### src/rtl/dec_flag_unit.sv
module dec_flag_unit #(
  parameter int FLAG_W = 16
) (
  input  logic              clk,
  input  logic              rst_n,
  input  logic              vld_i,
  input  logic [1:0]        size_i,
  input  logic [63:0]       opnd_i,
  input  logic [FLAG_W-1:0] flags_i,
  output logic              vld_o,
  output logic [63:0]       res_o,
  output logic [FLAG_W-1:0] flags_o
);
  localparam int B_PAR = 2;
  localparam int B_NIB = 4;
  localparam int B_ZRO = 6;
  localparam int B_SGN = 7;
  localparam int B_OVF = 11;

  logic [63:0] diff;
  logic [63:0] merged;
  logic        f_sgn, f_zro, f_ovf, f_nib, f_par;
  logic [FLAG_W-1:0] nflags;

  assign diff = opnd_i - 64'd1;

  always_comb begin
    case (size_i)
      2'd0: begin
        merged = {opnd_i[63:8], diff[7:0]};
        f_sgn  = diff[7];
        f_zro  = diff[7:0] == '0;
        f_ovf  = opnd_i[7:0] == 8'h80;
      end
      2'd1: begin
        merged = {opnd_i[63:16], diff[15:0]};
        f_sgn  = diff[15];
        f_zro  = diff[15:0] == '0;
        f_ovf  = opnd_i[15:0] == 16'h8000;
      end
      2'd2: begin
        merged = {32'd0, diff[31:0]};
        f_sgn  = diff[31];
        f_zro  = diff[31:0] == '0;
        f_ovf  = opnd_i[31:0] == 32'h8000_0000;
      end
      default: begin
        merged = diff;
        f_sgn  = diff[63];
        f_zro  = diff == '0;
        f_ovf  = opnd_i == 64'h8000_0000_0000_0000;
      end
    endcase
  end

  assign f_nib = opnd_i[3:0] == 4'd0;
  assign f_par = ~^diff[7:0];

  always_comb begin
    nflags        = flags_i;
    nflags[B_PAR] = f_par;
    nflags[B_NIB] = f_nib;
    nflags[B_ZRO] = f_zro;
    nflags[B_SGN] = f_sgn;
    nflags[B_OVF] = f_ovf;
  end

  always_ff @(posedge clk) begin
    if (!rst_n) begin
      vld_o   <= 1'b0;
      res_o   <= '0;
      flags_o <= '0;
    end else begin
      vld_o <= vld_i;
      if (vld_i) begin
        res_o   <= merged;
        flags_o <= nflags;
      end
    end
  end
endmodule

### config.mk
export PLATFORM = sky130hd
export DESIGN_NAME = dec_flag_unit
export DESIGN_NICKNAME = d
export VERILOG_FILES = /design/src/rtl/dec_flag_unit.sv
export SDC_FILE = /design/constraint.sdc
export NUM_CORES = 1
export LEC_CHECK = 0
export BUFFER_PORTS_ARGS = -buffer_cell sky130_fd_sc_hd__buf_2
export CORE_UTILIZATION = 35
export CTS_BUF_LIST = sky130_fd_sc_hd__clkbuf_8 sky130_fd_sc_hd__clkbuf_16
export DETAILED_ROUTE_END_ITERATION = 7
export PLACE_DENSITY = 0.64
export SLEW_MARGIN = 15
export SYNTH_ARGS = -nofsm -noshare
export SYNTH_HDL_FRONTEND = slang
export SYNTH_SLANG_ARGS = --single-unit
### constraint.sdc
create_clock -name clk -period 7.37 [get_ports clk]
set_clock_uncertainty 0.2 [all_clocks]
set_input_delay 2.211 -clock clk [delete_from_list [all_inputs] [get_ports clk]]
set_output_delay 2.211 -clock clk [all_outputs]
set_load 0.01 [all_outputs]
After elaboration in Yosys (flattened, before gate mapping)
Index checks and enable logic that the tools add are counted.

Add/sub/neg operators: 1. Equality and inequality tests: 6. Muxes and demuxes: 4. Reductions and logical operators: 7.

Operator list (count): case mux 64 bit (3 select lines) (1); == test 64 bit (second input constant) (1); zero test 64 bit (1); subtractor 64 x 1 -> 64 bit (second input constant) (1); == test 32 bit (second input constant) (1); zero test 32 bit (1); == test 16 bit (second input constant) (1); zero test 16 bit (1); case mux 1 bit (3 select lines) (3); == test 8 bit (second input constant) (1); zero test 8 bit (1); XNOR reduction 8 bit (1); zero test 4 bit (1); == test 2 x 1 -> 1 bit (second input constant) (1); == test 2 bit (second input constant) (1); zero test 2 bit (1).

Flip-flop bits (word level): 81. Input port bits: 85. Output and inout port bits: 81. Logic and storage cells: 21.

Logic depth before layout (Yosys ltp)
Word-level depth: 3. Gate-level depth with buffers: 13. Mapped depth without buffers: 13.

Worst setup path after synthesis
No wires, ideal clock.

Path kind: input -> register. From: input port opnd_i[21]. To: register flags_o[6]. Arrival time: 4.746 ns. Setup slack: 2.297 ns. Stages on the path: 10. Cell sequence: buf_2 -> or4_4 -> or3_1 -> buf_2 -> or3_4 -> or4_4 -> xnor2_2 -> nand4_1 -> nor4_1 -> or3_1.

Longest elaborated chain between the ends: 3. Elaborated cells on any way between the ends: 4. Classes of those cells: 1 x add/sub; 1 x mux; 2 x reduce/logical.

Ends and longest elaborated chain: from (decl) (line 8) `input logic [63:0] opnd_i,`; subtractor 64 x 1 -> 64 bit (*) (line 25) `assign diff = opnd_i - 64'd1;`; zero test 64 bit / zero test 32 bit (equally long branches) (line 50, 44); case mux 1 bit (3 select lines) (*) (line 28) `case (size_i)`; to (signal assigned) (line 77) `flags_o <= nflags;`; to (decl) (line 12) `output logic [FLAG_W-1:0] flags_o`.

Mark *: on every way between the ends. The rest lies on a longest branch, timed or not. A chain may end at the register's enable or synchronous reset.

Worst setup path in the final report
From: input port opnd_i[0]. To: register flags_o[6].

Longest elaborated chain between the ends: 3. Elaborated cells on any way between the ends: 6. Classes of those cells: 1 x add/sub; 1 x mux; 4 x reduce/logical.

Ends and longest elaborated chain: subtractor 64 x 1 -> 64 bit (*) (line 25); net diff[0] (line 20) `logic [63:0] diff;`; zero test 64 bit (tied with other cells) (line 50) `f_zro = diff == '0;`; case mux 1 bit (3 select lines) (*) (line 28).

Mark *: on every way through the listed nets, which the timed path passes. The rest lies on a longest branch.

==> reports/results.tsv <==
metric	value	unit
outcome	finished, violations left	
failing checks	design-rule violations	
placed cell area	6130	um2
post-CTS setup buffer count	0	
CTS Buf Count	9	
CP Launch Type	primary input	
Setup crit end kind	flip-flop	
Root Driver	clkbuf_16	
Max Slew Vio Count	0	
area of the multi-input gates	3390	um2
WL per Instance	17.4	um
Residual DRC	20	
Resized Gates After CTS	0	
final-stage net count	902	
worst hold stages	2	
top-level port count	166	
MaxCap Viol Count	0	
first-pass GRT wire length	28400	um
antenna-violating nets left	0	
post-route cell area	6440	um2
largest net degree at the start of global routing	88	
Die Wd	125	um
Layout area overhead	21.7	%
Hold WC Path Type	flip-flop to flip-flop	
Post-Syn Area	5300	um2
Pwr Total	0.00120	W
Synth area leaders	dfxtp_1 (31%), nor2_1 (7.7%), a211oi_1 (6.5%)	
total grt overflow	0	
Tcrit/Tclk final	74.3	%
clock sinks	81	
die height	125	um
number of vias per cell	5.65	
PwrDens	186	nW/um2
#FFs+latches synth	81	
Period minus WS final	5470	ps
clock latency reported for the late side of the worst-skew pair	350	ps
Commonest cells post-synth	nor2_1 (108), dfxtp_1 (81), a211oi_1 (46)	
Least-Margin Pin Slew	887	ps
Setup CP Type	primary input to flip-flop	
drt pass-1 iters	7	
count of cell types in the netlist	64	
clock slew seen by the registers of the worst setup and hold paths	60	ps
slew margin rel.	40.3	%
Final Hold Viols	0	
syn_area_per_cell	7.69	um2
antenna cells	0	
row count	44	
fraction of layout cells with a size suffix above 1	24.5	%
YS warnings	0	
Leak	2.48	nW
Fill cells	1534	
share of the synthesized area in the top cell type	30.6	%
R2R depth	7	
CP Data Required Time	7470	ps
DP HPWL	12800	um
clock tree buffer depth	2	
Peak VDD IR	0.110	mV
Placer Congestion	0.892	
initial antenna violation count	1	
ys flop type	dfxtp_1	
Final setup viols	0	
hold_buf cts	0	
CTS H-tree depth	3	
global-route usage over all layers	22.7	%
Vias	5647	
hold slack	281	ps
number of enable flip-flop cells after synthesis	0	
f_max	0.183	GHz
Initial DRC Count	556	
Async SR Flop Fraction	0	%
Synth area leader	dfxtp_1	
top-count cell post-synth	nor2_1	
CTS tree	done	
final setup TNS	0	ps
Port Buffers	160	
WL final	17400	um
syn nets	779	
core area	14600	um2
initial core utilization	36.2	%
sequential cell area fraction in the yosys report	30.6	%
post-synthesis cell count	689	
vias in the first global route	5249	
Register Area	1620	um2
WP data arrival	5570	ps
die footprint	15600	um2
unrepaired setup endpoints after global routing	false	
crit-path max FO	13	
per-stage QoR:
stage	setup slack, ps	util, %	instances
2_1_floorplan	2300	-	689
3_3_place_gp	1600	41.8	985
3_5_place_dp	1570	41.8	985
4_1_cts	1930	44.0	1000
5_1_grt	1660	44.0	1000
6_report	1900	44.0	1000
critical path, cell delays in order:
cell and delay [ps]:
buf_2 140, inv_1 60, ha_1 190, nor3b_2 520
nand3_1 140, buf_4 220, or3_1 590, o41a_1 480
nor4b_1 340, nand4b_1 180, nor4_1 350, or3_1 150
power breakdown:
part	switching, W	internal (W)	leakage (nW)
Combinational	0.000137	0.0000892	1.66
Sequential	0.0000141	0.000468	0.672
Clock	0.000191	0.000297	0.148
Total	0.000342	0.000854	2.48
per-layer routing:
metal	track usage [%]	share of wire, %
met4	6.31	1.6
met2	34.8	43
met5	0	0.058
met3	5.91	7.8
met1	31.5	48
layout by cell type, fill, tap and decap left out, drive strengths merged, types with 3 or more instances in the layout:
master / n
a211oi: 46
a21o: 4
a21oi: 25
a22oi: 7
a311oi: 12
and2: 3
buf: 166
clkbuf: 9
dfxtp: 81
ha: 5
inv: 11
mux2i: 15
nand2: 39
nand3: 20
nand4: 19
nand4b: 3
nor2: 108
nor3: 40
nor4: 38
nor4b: 8
o21ai: 32
o221ai: 4
o31a: 3
o41a: 3
or2: 3
or3: 19
or4: 9
xnor2: 33
xor2: 16
logic make-up after synthesis:
kind of cell / Yosys count / share of synthesized area [%]
XOR/XNOR: 49 / 8.24
AO/OA/AOI/OAI: 152 / 19.9
adder cells (fa/ha/maj): 5 / 1.18
multiplexers: 17 / 3.26
AND/OR/NAND/NOR: 320 / 31.3
buffers and inverters: 65 / 5.46
flip-flops: 81 / 30.6
area by class of cell:
class | instances | share of cell area [%]
tap | 184 | 3.57
inverter | 11 | 0.641
timing repair buffer | 166 | 13.2
clock buffer | 9 | 3.49
sequential | 81 | 25.2
multi-input combinational | 543 | 52.5
clock inverter | 6 | 1.44
flip-flops by register name, summed over array words and instances, names as in the netlist:
register / flops
flags_o: 16
vld_o: 1
res_o: 64
final timing paths:
| check | slack, ps | end | from |
|---|---|---|---|
| max | 1900 | flags_o[6] | opnd_i[0] |
| min | 280 | res_o[0] | res_o[0] |
| max reg2reg | 5370 | flags_o[6] | flags_o[6] |
| min reg2reg | 280 | res_o[0] | res_o[0] |
No activity file was read; power rests on OpenSTA's default activity.
